File: config.mk
export PLATFORM = sky130hd
export DESIGN_NAME = pme_status_tracker
export DESIGN_NICKNAME = d
export VERILOG_FILES = /design/src/rtl/pme_stat_pkg.sv /design/src/rtl/pme_hold_fifo.sv /design/src/rtl/pme_present_reg.sv /design/src/rtl/pme_status_tracker.sv
export SDC_FILE = /design/constraint.sdc
export NUM_CORES = 1
export LEC_CHECK = 0
export BUFFER_PORTS_ARGS = -buffer_cell sky130_fd_sc_hd__buf_2
export CAP_MARGIN = 15
export CORE_MARGIN = 2
export CORE_UTILIZATION = 43
export DETAILED_ROUTE_END_ITERATION = 10
export PLACE_DENSITY = 0.66
export SYNTH_ARGS = -nofsm -noshare
export SYNTH_HDL_FRONTEND = slang
export SYNTH_HIERARCHICAL = 1
export SYNTH_SLANG_ARGS = --single-unit
File: constraint.sdc
create_clock -name clk_i -period 3.2 [get_ports clk_i]
set_input_delay 0.64 -clock clk_i [delete_from_list [all_inputs] [get_ports clk_i]]
set_output_delay 0.64 -clock clk_i [all_outputs]
set_load 0.005 [all_outputs]
File: src/rtl/pme_stat_pkg.sv
package pme_stat_pkg;
  localparam int unsigned RID_W    = 16;
  localparam int unsigned REG_W    = 32;
  localparam int unsigned STS_BIT  = RID_W;
  localparam int unsigned PEND_BIT = RID_W + 1;

  typedef logic [RID_W-1:0] rid_t;
  typedef logic [REG_W-1:0] reg_word_t;

  function automatic reg_word_t pack_word(logic pend, logic sts, rid_t rid);
    reg_word_t w;
    w = '0;
    w[RID_W-1:0] = rid;
    w[STS_BIT]   = sts;
    w[PEND_BIT]  = pend;
    return w;
  endfunction
endpackage

File: src/rtl/pme_hold_fifo.sv
module pme_hold_fifo #(
  parameter int unsigned DEPTH = 4,
  parameter int unsigned W     = 16
) (
  input  logic         clk_i,
  input  logic         rst_ni,
  input  logic         push_i,
  input  logic [W-1:0] din_i,
  input  logic         pop_i,
  output logic [W-1:0] head_o,
  output logic         valid_o,
  output logic         full_o
);
  localparam int unsigned PTR_W = (DEPTH > 1) ? $clog2(DEPTH) : 1;
  localparam int unsigned CNT_W = $clog2(DEPTH + 1);
  localparam logic [PTR_W-1:0] LAST = PTR_W'(DEPTH - 1);
  localparam logic [CNT_W-1:0] FULL_CNT = CNT_W'(DEPTH);

  logic [W-1:0]     mem [DEPTH];
  logic [PTR_W-1:0] wr_ptr, rd_ptr;
  logic [CNT_W-1:0] count;

  function automatic logic [PTR_W-1:0] bump(logic [PTR_W-1:0] p);
    return (p == LAST) ? '0 : p + 1'b1;
  endfunction

  for (genvar i = 0; i < DEPTH; i++) begin : g_slot
    always_ff @(posedge clk_i) begin
      if (push_i && wr_ptr == PTR_W'(i)) mem[i] <= din_i;
    end
  end

  always_ff @(posedge clk_i or negedge rst_ni) begin
    if (!rst_ni) begin
      wr_ptr <= '0;
      rd_ptr <= '0;
      count  <= '0;
    end else begin
      if (push_i) wr_ptr <= bump(wr_ptr);
      if (pop_i)  rd_ptr <= bump(rd_ptr);
      case ({push_i, pop_i})
        2'b10:   count <= count + 1'b1;
        2'b01:   count <= count - 1'b1;
        default: count <= count;
      endcase
    end
  end

  assign head_o  = mem[rd_ptr];
  assign valid_o = (count != '0);
  assign full_o  = (count == FULL_CNT);

  // never written beyond capacity, never read empty
  a_r8_no_overfill: assert property (@(posedge clk_i) disable iff (!rst_ni)
    push_i |-> (!full_o || pop_i));
  a_r6_no_underflow: assert property (@(posedge clk_i) disable iff (!rst_ni)
    pop_i |-> valid_o);
endmodule

File: src/rtl/pme_present_reg.sv
module pme_present_reg
  import pme_stat_pkg::*;
(
  input  logic clk_i,
  input  logic rst_ni,
  input  logic evt_valid_i,
  input  rid_t evt_rid_i,
  input  logic clr_i,
  input  logic hold_valid_i,
  input  logic hold_full_i,
  input  rid_t hold_rid_i,
  output logic status_o,
  output rid_t rid_o,
  output logic pop_o,
  output logic push_o,
  output logic drop_o
);
  logic take_direct, hold_req;

  assign pop_o       = clr_i & hold_valid_i;
  assign take_direct = evt_valid_i & (~status_o | (clr_i & ~hold_valid_i));
  assign hold_req    = evt_valid_i & ~take_direct;
  assign push_o      = hold_req & (~hold_full_i | pop_o);
  assign drop_o      = hold_req & hold_full_i & ~pop_o;

  always_ff @(posedge clk_i or negedge rst_ni) begin
    if (!rst_ni) begin
      status_o <= 1'b0;
      rid_o    <= '0;
    end else if (pop_o) begin
      status_o <= 1'b1;
      rid_o    <= hold_rid_i;
    end else if (take_direct) begin
      status_o <= 1'b1;
      rid_o    <= evt_rid_i;
    end else if (clr_i) begin
      status_o <= 1'b0;
    end
  end

  a_r3_present: assert property (@(posedge clk_i) disable iff (!rst_ni)
    (evt_valid_i && !status_o) |=> (status_o && rid_o == $past(evt_rid_i)));
  a_r5_hold_stable: assert property (@(posedge clk_i) disable iff (!rst_ni)
    (status_o && !clr_i) |=> (status_o && $stable(rid_o)));
  a_r6_redeliver: assert property (@(posedge clk_i) disable iff (!rst_ni)
    (clr_i && hold_valid_i) |=> (status_o && rid_o == $past(hold_rid_i)));
  a_r4_clear: assert property (@(posedge clk_i) disable iff (!rst_ni)
    (clr_i && !hold_valid_i && !evt_valid_i) |=> !status_o);
endmodule

File: src/rtl/pme_status_tracker.sv
module pme_status_tracker
  import pme_stat_pkg::*;
#(
  parameter int unsigned HOLD_DEPTH = 4
) (
  input  logic              clk_i,
  input  logic              rst_ni,
  input  logic              evt_valid_i,
  input  logic [RID_W-1:0]  evt_rid_i,
  input  logic              reg_we_i,
  input  logic [REG_W-1:0]  reg_wdata_i,
  output logic [REG_W-1:0]  reg_rdata_o,
  output logic              pme_flag_o
);
  logic status, clr, pop, push, drop, hold_valid, hold_full, pending, ovf_q;
  rid_t rid, hold_rid;

  assign clr = reg_we_i & reg_wdata_i[STS_BIT] & status;

  pme_present_reg u_present (
    .clk_i, .rst_ni,
    .evt_valid_i, .evt_rid_i,
    .clr_i(clr),
    .hold_valid_i(hold_valid), .hold_full_i(hold_full), .hold_rid_i(hold_rid),
    .status_o(status), .rid_o(rid),
    .pop_o(pop), .push_o(push), .drop_o(drop)
  );

  pme_hold_fifo #(.DEPTH(HOLD_DEPTH), .W(RID_W)) u_hold (
    .clk_i, .rst_ni,
    .push_i(push), .din_i(evt_rid_i), .pop_i(pop),
    .head_o(hold_rid), .valid_o(hold_valid), .full_o(hold_full)
  );

  // sticky loss marker, internal only
  always_ff @(posedge clk_i or negedge rst_ni) begin
    if (!rst_ni)   ovf_q <= 1'b0;
    else if (drop) ovf_q <= 1'b1;
  end

  assign pending     = status & hold_valid;
  assign reg_rdata_o = pack_word(pending, status, rid);
  assign pme_flag_o  = status;

  a_r7_pending_needs_status: assert property (@(posedge clk_i) disable iff (!rst_ni)
    reg_rdata_o[PEND_BIT] |-> reg_rdata_o[STS_BIT]);
  a_r8_ovf_sticky: assert property (@(posedge clk_i) disable iff (!rst_ni)
    ovf_q |=> ovf_q);
  a_r2_ro_fields: assert property (@(posedge clk_i) disable iff (!rst_ni)
    (reg_we_i && !reg_wdata_i[STS_BIT] && !evt_valid_i) |=> $stable(reg_rdata_o));
  a_r2_reserved_zero: assert property (@(posedge clk_i) disable iff (!rst_ni)
    reg_rdata_o[REG_W-1:PEND_BIT+1] == '0);
endmodule

**Word-level counts from Yosys, hierarchy flattened**

Memory sizes are Yosys's and may differ from the RTL's.
Cells that the tools add are included.

- Register bits: 24
- RAM bits: 64
- Word-level logic and storage cells: 68
- Memories kept: 1

- Add/subtract/negate cells: 4
- Eq/ne operators: 7
- Multiplexer cells: 25
- Bitwise logic cells: 14
- Reduce and logical (&&, ||, !) cells: 12

Memories:

| name | depth | bits a word | rd ports | clocked after Yosys merged registers in | write ports | RTL line | source |
|---|---|---|---|---|---|---|---|
| u_hold.mem | 4 | 16 | 1 | 0 | 1 | pme_hold_fifo.sv:19 | `logic [W-1:0] mem [DEPTH];` |

Operator list:

| cell | count |
|---|---|
| $mux W16 | 5 |
| $reduce_or A16 Y1 | 3 |
| $mux W1 | 14 |
| $mux W2 | 5 |
| $and A1 B1 Y1 | 8 |
| $eq A2 B2 Y1 const B | 4 |
| $pmux W3 S2 | 1 |
| $reduce_bool A3 Y1 | 2 |
| $add A2 B1 Y2 const B | 2 |
| $eq A2 B1 Y1 const B | 2 |
| $logic_and A1 B1 Y1 | 4 |
| $not A1 Y1 | 4 |
| $reduce_bool A2 Y1 | 2 |
| $add A3 B1 Y3 const B | 1 |
| $eq A3 B3 Y1 const B | 1 |
| $sub A3 B1 Y3 const B | 1 |
| $logic_not A2 Y1 | 1 |
| $or A1 B1 Y1 | 2 |

**Depth between registers and ports, before layout**

Gate-level depths: netlist of the first run.

- Depth after elaboration: 15
- Gate-level depth with buffers: 11

**By module**

Netlist of the first run, hierarchy kept.

Modules (own cells, without submodules):

| module | times used | cells each | area each (um^2) | seq. area each (um^2) |
|---|---|---|---|---|
| pme_hold_fifo | 1 | 123 | 2768.9 | 2097.0 |
| pme_present_reg | 1 | 63 | 940.9 | 425.4 |
| pme_status_tracker | 1 | 19 | 136.4 | 0.0 |

**Worst setup path after synthesis of the first run**

No wires, ideal clock.

- Path kind: input port to flip-flop
- From: input port reg_we_i
- To: register u_hold.count[1]
- Setup time: 0.083 ns
- Arrival time: 2.380 ns
- Slack: 0.737 ns
- Stages on the path: 8
- Path through: and3_1 and2b_1 nor3_1 inv_1 ha_1 inv_1 fa_1 o21ai_0

- Word-level cells in the longest chain between the ends: 10
- Elaborated cells between the ends (all ways): 14
- Those cells by class: 2 x eq/ne; 1 x mux; 10 x bitwise; 1 x reduce/logical

Ends and longest elaborated chain:

| item | RTL line | source |
|---|---|---|
| start: declaration | pme_status_tracker.sv:10 | `input logic reg_we_i,` |
| $and A1 B1 Y1 (*) (2 in a row) | pme_status_tracker.sv:18 | `assign clr = reg_we_i & reg_wdata_i[STS_BIT] & status;` |
| $and A1 B1 Y1 | pme_present_reg.sv:21 | `assign take_direct = evt_valid_i & (~status_o \| (clr_i & ~hold_valid_i));` |
| $or A1 B1 Y1 | pme_present_reg.sv:21 |  |
| $and A1 B1 Y1 | pme_present_reg.sv:21 |  |
| $not A1 Y1 | pme_present_reg.sv:22 | `assign hold_req = evt_valid_i & ~take_direct;` |
| $and A1 B1 Y1 | pme_present_reg.sv:22 |  |
| $and A1 B1 Y1 (*) | pme_present_reg.sv:23 | `assign push_o = hold_req & (~hold_full_i \| pop_o);` |
| net push | pme_status_tracker.sv:15 | `logic status, clr, pop, push, drop, hold_valid, hold_full, pending, ovf_q;` |
| $eq A2 B1 Y1 / $eq A2 B2 Y1 (equally long branches) | pme_hold_fifo.sv:41 | `case ({push_i, pop_i})` |
| $pmux W3 S2 / $reduce_bool A2 Y1 (equally long branches) | - |  |
| end signal: assignment | pme_hold_fifo.sv:42 | `2'b10: count <= count + 1'b1;` |
| end signal: assignment | pme_hold_fifo.sv:43 | `2'b01: count <= count - 1'b1;` |
| end signal: assignment | pme_hold_fifo.sv:44 | `default: count <= count;` |
| end: declaration | pme_hold_fifo.sv:21 | `logic [CNT_W-1:0] count;` |

The timed path passes the listed nets; every way through them passes the cells marked *.
A chain may end at the register's enable or synchronous reset.

**Final worst setup path of the first run**

- From: register u_hold.count[1]
- To: register u_hold.count[2]

- Word-level cells in the longest chain between the ends: 10
- Elaborated cells between the ends (all ways): 18
- Those cells by class: 2 x add/sub; 3 x eq/ne; 1 x mux; 10 x bitwise; 2 x reduce/logical

Ends and longest elaborated chain:

| item | RTL line | source |
|---|---|---|
| $reduce_bool A3 Y1 (*) | pme_hold_fifo.sv:50 | `assign valid_o = (count != '0);` |
| net hold_valid | pme_status_tracker.sv:15 |  |
| $not A1 Y1 | pme_present_reg.sv:21 |  |
| $and A1 B1 Y1 | pme_present_reg.sv:21 |  |
| $or A1 B1 Y1 | pme_present_reg.sv:21 |  |
| $and A1 B1 Y1 | pme_present_reg.sv:21 |  |
| $not A1 Y1 | pme_present_reg.sv:22 |  |
| $and A1 B1 Y1 | pme_present_reg.sv:22 |  |
| $and A1 B1 Y1 (*) | pme_present_reg.sv:23 |  |
| net push | pme_status_tracker.sv:15 |  |
| $eq A2 B1 Y1 / $eq A2 B2 Y1 (equally long branches) | pme_hold_fifo.sv:41 |  |
| $pmux W3 S2 / $reduce_bool A2 Y1 (equally long branches) | - |  |

Marks and branches as above.

==> impl_results.md, run 1 <==
- Run status: finished clean
- Post-place setup slack: around 0.63 ns
- # DRC: 0
- Worst clock skew: 0.0108 ns
- CTS buffer count: 9
- Number of global-route vias before repair: 1844
- Initial Util: between 40 and 50%
- Fin Setup TNS: 0 ns
- Tmin final: 2.47 ns
- RSZ-0062 raised after global routing: false
- CP required: ~3.5 ns
- Total power: 3390 uW
- Remaining antenna violation count: 0
- Detailed Place HPWL: 4.04 mm
- Cell Area, Synth: roughly 3800 um2
- Die X: 98.5 um
- GRT Overall Usage: 13.8%
- Ant. Diodes: 0
- Fin crit share: 77.3%
- GRT overflow: 0
- Critical path endpoint category: register
- Crit-path slowest cell: or3_1
- Worst IR Drop VDD: 0.000468 V
- Hold buffer count at cts: 0
- Max Fanout on Critical Path: 8
- CP cell instances: or3_1 -> nor2b_1 -> nor3_1 -> buf_4 -> inv_1 -> ha_1 -> inv_1 -> fa_1 -> xor2_1 -> nor2_1 -> xor2_1
- Critical path data arrival time: about 2.8 ns
- Max cap viols: 0
- Switching Fraction: a little under 30%
- Root cell of the clock tree: clkbuf_8
- Final setup viols: 0
- Die Ht: 98.5 um
- Yosys warning total: 6
- WL final: 6.27 mm
- Routed vias/inst: 4.92
- CP bufs+invs: 3
- Fin. Hold Viols: 0
- Setup Crit Path Kind: reg2reg
- Relative slew slack: 44.8%
- Comb power frac: roughly 30%
- PortBufs: 39
- H-tree depth: 3
- Final #Nets: 312
- TritonRoute pass-1 iters: 4
- Hold WC Path Type: in2async
- I/O Pins: 85
- Full die area: 9700 um2
- Postcts setup bufs: 0
- Clock power frac: between 10% and 20%
- Iter 0 DRT Violations: between 100 and 150
- Routed len/inst: 17.1 um
- Setup ws final: 0.725 ns
- Clk_lat worst skew: 0.35 ns
- Initial antenna violation count: 0
- P_sw: roughly 1000 uW
- Share of layout cells above drive strength 1: 40.7%
- CP Launch Type: register
- Routed via count: 1800
- Critical Path Max Stage Delay: approximately 0.47 ns
- Row count: 34
- Clk buf depth: 2
- Largest net degree at the start of global routing: 25
- GP Congestion: 0.690
- Clk sink count: between 80 and 90
- Syn Area/Cell: between 15 and 20 um2
- P per Cell Area: 789 nW/um2
- Static Leakage: 0.00169 uW
- FMAX: 404 MHz
- Syn-to-layout area delta: 11.8%
- Cells after synthesis: 204
- Core ar.: just under 9000 um2
- First-pass GRT wire length: 9.98 mm
- CP delay by family, top: simple AND/OR/NAND/NOR gates
- CTS clk-pin slew, worst paths: ~0.090 ns
- Hold_ws: 0.299 ns
- Part of the power in registers: about half
- Max-slew violations: 0
- CTS resizes: 0
- Int Power: 2410 uW
- CTS tree: built
- Tightest Pin Transition: 0.828 ns
-- layout make-up --
| cell class | count | area [um2] |
|---|---|---|
| Sequential cell | 88 | 2520 |
| Inverter | 8 | 30.0 |
| Multi-Input combinational cell | 99 | 1150 |
| Clock buffer | 11 | 131 |
| Fill cell | 727 | 4390 |
| Clock inverter | 5 | 41.3 |
| Tap cell | 108 | 135 |
| Timing Repair Buffer | 47 | 280 |
-- per-layer routing --
metal  track usage [%]  up-vias  share of wire (%)
met3              4.33        7                4.5
met4              4.43        0                1.2
met2              22.5       52                 49
met5                 0        -                  0
li1                  -      843                  -
met1              17.9      898                 45
-- power by group through the flow --
stage / Sequential (uW) / Clock [uW] / Combinational, uW
floorplan: 1660 / 0 / 796
global placement: 1710 / 0 / 1010
detailed placement: 1730 / 0 / 1030
CTS: 1700 / 699 / 1040
global route: 1740 / 738 / 1120
finish: 1700 / 672 / 1020
-- registers in the layout, summed over array words and instances (netlist names) --
name	count
u_hold/mem	64
u_present/rid_o	16
u_present/status_o	1
u_hold/wr_ptr	2
u_hold/count	3
u_hold/rd_ptr	2
-- metrics by stage --
step | util [%] | cell area (um2) | instances
after floorplan | - | 3890 | 217
after global placement | 47.5 | 4120 | 350
after detailed placement | 47.5 | 4120 | 350
after CTS | 49.5 | 4290 | 366
after global routing | 49.5 | 4290 | 366
final | 49.5 | 4290 | 366
-- cell usage in the layout (no fill, tap or decap), types with 5 or more instances in the layout --
master / count
and2_1: 5
edfxtp_1: 64
conb_1: 14
buf_4: 6
mux4_1: 8
inv_1: 8
buf_2: 39
dfrtp_1: 24
mux4_2: 8
mux2_2: 18
mux2_4: 16
ha_1: 6
clkbuf_8: 9
-- worst paths after layout --
kind | startpoint | end | slack [ns] | depth (start not counted)
min in group clk_i | u_hold/count[2] | u_hold/count[2] | 0.49 | 1
setup / recovery | u_hold/count[1] | u_hold/count[2] | 0.73 | 11
hold reg to reg | u_hold/count[2] | u_hold/count[2] | 0.49 | 1
setup reg to reg | u_hold/count[1] | u_hold/count[2] | 0.73 | 11
max in group asynchronous | rst_ni | u_hold/count[2] | 2.48 | 1
hold / removal | rst_ni | u_present/rid_o[10] | 0.30 | 1
(Power assumes the default switching activity.)
==> inputs of run 2 (changes only) <==
Settings changed: PLACE_DENSITY 0.66 to 0.68.
Clock period 3.2 ns to 2.15 ns, I/O delays scaled along.
==> run 2 against run 1 <==
Net effect:
- clock power grew 73%
- utilization up 2.0 points
- wire length increased by 2.5%
- via count is 5.7% higher
- maximum frequency is 18% higher
- register-to-register slack got worse by 0.67 ns
- die area is the same
- non-clock buffer count up 15
- combinational power grew 75%
- count of clock-buffer cells in the layout decreased by 1
- worst setup slack lost 0.67 ns
- sequential power rose by 43%
==> impl_results.md, run 2 (synthesis results as in run 1) <==
- Critical path data arrival time: 2.37 ns (-0.38 ns)
- Die Ht: 98.5 um (unchanged)
- Hold buffer count at cts: 0 (unchanged)
- Max reg flops: 64 (unchanged)
- GRT Overall Usage: 14.3% (+0.49 points)
- Gr busiest metal: met2
- Setup Crit Path Kind: reg2reg
- H-tree depth: 3 (unchanged)
- Share of the core filled with cells: 51.5% (+2.0 points)
- Iter 0 DRT Violations: 108 (-4.4%)
- Static Leakage: 0.00180 uW (+6.1%)
- M3 GR Usage: 4.96% (+0.64 points)
- Fin crit share: 97.5% (+20 points)
- Biggest regs: u_hold/mem x64, u_present/rid_o x16, u_hold/count x3
- Commonest non-fill, non-tap cell in the layout: edfxtp_1
- Critical path endpoint category: register
- Int Power: 3870 uW (+61%)
- Reg2Reg Setup Slack: 0.05 ns (-0.67 ns)
- CP required: 2.43 ns (-1.04 ns)
- Routed via count: 1902 (+5.7%)
- Routed len/inst: 16.9 um (-1.6%)
- Tightest Pin Transition: 0.598 ns (-0.231 ns)
- Max Fanout on Critical Path: 2 (-6)
- Row count: 34 (unchanged)
- Filler cell count in the final layout: 732 (+0.69%)
- Max-slew violations: 0 (unchanged)
- CTS tree: built
- Initial antenna violation count: 1 (+1)
- Final setup viols: 0 (unchanged)
- Root cell of the clock tree: clkbuf_8
- GP Congestion: 0.780 (+13%)
- Hold WC Path Type: in2async
- GRT overflow: 0 (unchanged)
- Remaining antenna violation count: 0 (unchanged)
- Clock power frac: 21.6% (+1.8 points)
- CTS clk-pin slew, worst paths: 0.09 ns (about the same)
- GR Util met1: 18.2% (+0.22 points)
- FMAX: 477 MHz (+18%)
- Tmin final: 2.10 ns (-0.379 ns)
- Finished Cell Area: 4470 um2 (+4.1%)
- # DRC: 0 (unchanged)
- I/O Pins: 85 (unchanged)
- Initial Util: 44.2% (unchanged)
- Ant. Diodes: 0 (unchanged)
- Grt met2 use: 23.4% (+0.94 points)
- P_sw: 1510 uW (+54%)
- Share of layout cells above drive strength 1: 47.3% (+6.6 points)
- CP Launch Type: register
- Most flop-heavy register: u_hold/mem
- Full die area: 9700 um2 (unchanged)
- WL final: 6.43 mm (+2.5%)
- Largest net degree at the start of global routing: 25 (unchanged)
- Most frequent cells in the layout: edfxtp_1 (64), buf_2 (39), dfrtp_1 (24)
- RSZ-0062 raised after global routing: true
- Placed inst area: 4240 um2 (+2.9%)
- Part of the power in registers: 45.1% (-5.0 points)
- PortBufs: 39 (unchanged)
- Comb power frac: 33.3% (+3.3 points)
- Switching Fraction: 28.1% (-0.85 points)
- Clk buf depth: 2 (unchanged)
- CTS buffer count: 9 (unchanged)
- Syn-to-layout area delta: 16.4%
- First-pass GRT wire length: 10.4 mm (+3.9%)
- Fin. Hold Viols: 0 (unchanged)
- Worst IR Drop VDD: 0.000650 V (+39%)
- Final #Nets: 327 (+4.8%)
- Number of global-route vias before repair: 1926 (+4.4%)
- Run status: finished clean
- Core ar.: 8680 um2 (unchanged)
- Routed vias/inst: 4.99 (+1.5%)
- Worst clock skew: 0.00744 ns (-0.00334 ns)
- P per Cell Area: 1200 nW/um2 (+53%)
- Detailed Place HPWL: 4.29 mm (+6.0%)
- Clk_lat worst skew: 0.35 ns (about the same)
- Relative slew slack: 60.1% (+15 points)
- Die X: 98.5 um (unchanged)
- Clk sink count: 88 (unchanged)
- Max cap viols: 0 (unchanged)
- TritonRoute pass-1 iters: 4 (unchanged)
run 2: power groups by stage:
| stage | Combinational (uW) | Sequential (uW) | Clock [uW] |
|---|---|---|---|
| floorplan | 1200 | 2470 | 0 |
| global placement | 1720 | 2450 | 0 |
| detailed placement | 1770 | 2480 | 0 |
| CTS | 1800 | 2440 | 1210 |
| global route | 1960 | 2480 | 1280 |
| finish | 1790 | 2430 | 1160 |
run 2: timing repair:
item,CTS,global route
endpoints found under the hold margin,0,0
setup buffers,1,1
gates cloned,0,0
pin swaps,2,3
setup endpoints to repair,2,2
gates resized for setup,3,4
run 2: worst paths after layout:
path,cells after the start,startpoint,endpoint
max,10,u_hold/count[0],u_hold/count[2]
min,1,rst_ni,u_present/rid_o[0]
min in group clk_i,1,evt_rid_i[1],u_hold/mem[1][1]
max reg2reg,10,u_hold/count[0],u_hold/count[2]
max in group asynchronous,1,rst_ni,u_present/rid_o[3]
min reg2reg,1,u_hold/count[2],u_hold/count[2]
run 2: stage by stage:
| stage | TNS (ns) | worst slack [ns] | power [uW] | instances | hold WS [ns] |
|---|---|---|---|---|---|
| after global placement | -0.0235 | -0.0235 | 4180 | 363 | 0.479 |
| after global routing | -0.108 | -0.0571 | 5720 | 381 | 0.123 |
| final | 0 | 0.0542 | 5380 | 381 | 0.0735 |
| after CTS | 0 | 0.00630 | 5440 | 380 | 0.108 |
| after detailed placement | -0.200 | -0.131 | 4250 | 363 | 0.488 |
| after floorplan | 0 | 0.00762 | 3660 | 217 | 0.134 |
run 2: layer usage:
layer	wire (um)	up-vias
met2	3190	63
met5	10	-
li1	-	877
met4	123	2
met3	349	14
met1	2750	946
run 2: final cells by class:
class / count / area (um2) / area share (%)
inverters: 8 / 32.5 / 0.728
well taps: 108 / 135 / 3.02
clock buffers: 10 / 138 / 3.08
flip-flops and latches: 88 / 2520 / 56.4
multi-input cells: 99 / 1170 / 26.2
repair buffers: 62 / 405 / 9.07
clock inverters: 6 / 66.3 / 1.48
run 2: critical path: stages, from the launching register on:
cell	delay, ns
dfrtp_1	0.38
or3_4	0.39
nor2b_2	0.13
nor3_2	0.06
inv_1	0.07
ha_2	0.18
inv_1	0.05
fa_2	0.33
xor2_1	0.16
nor2_1	0.11
xor2_1	0.15
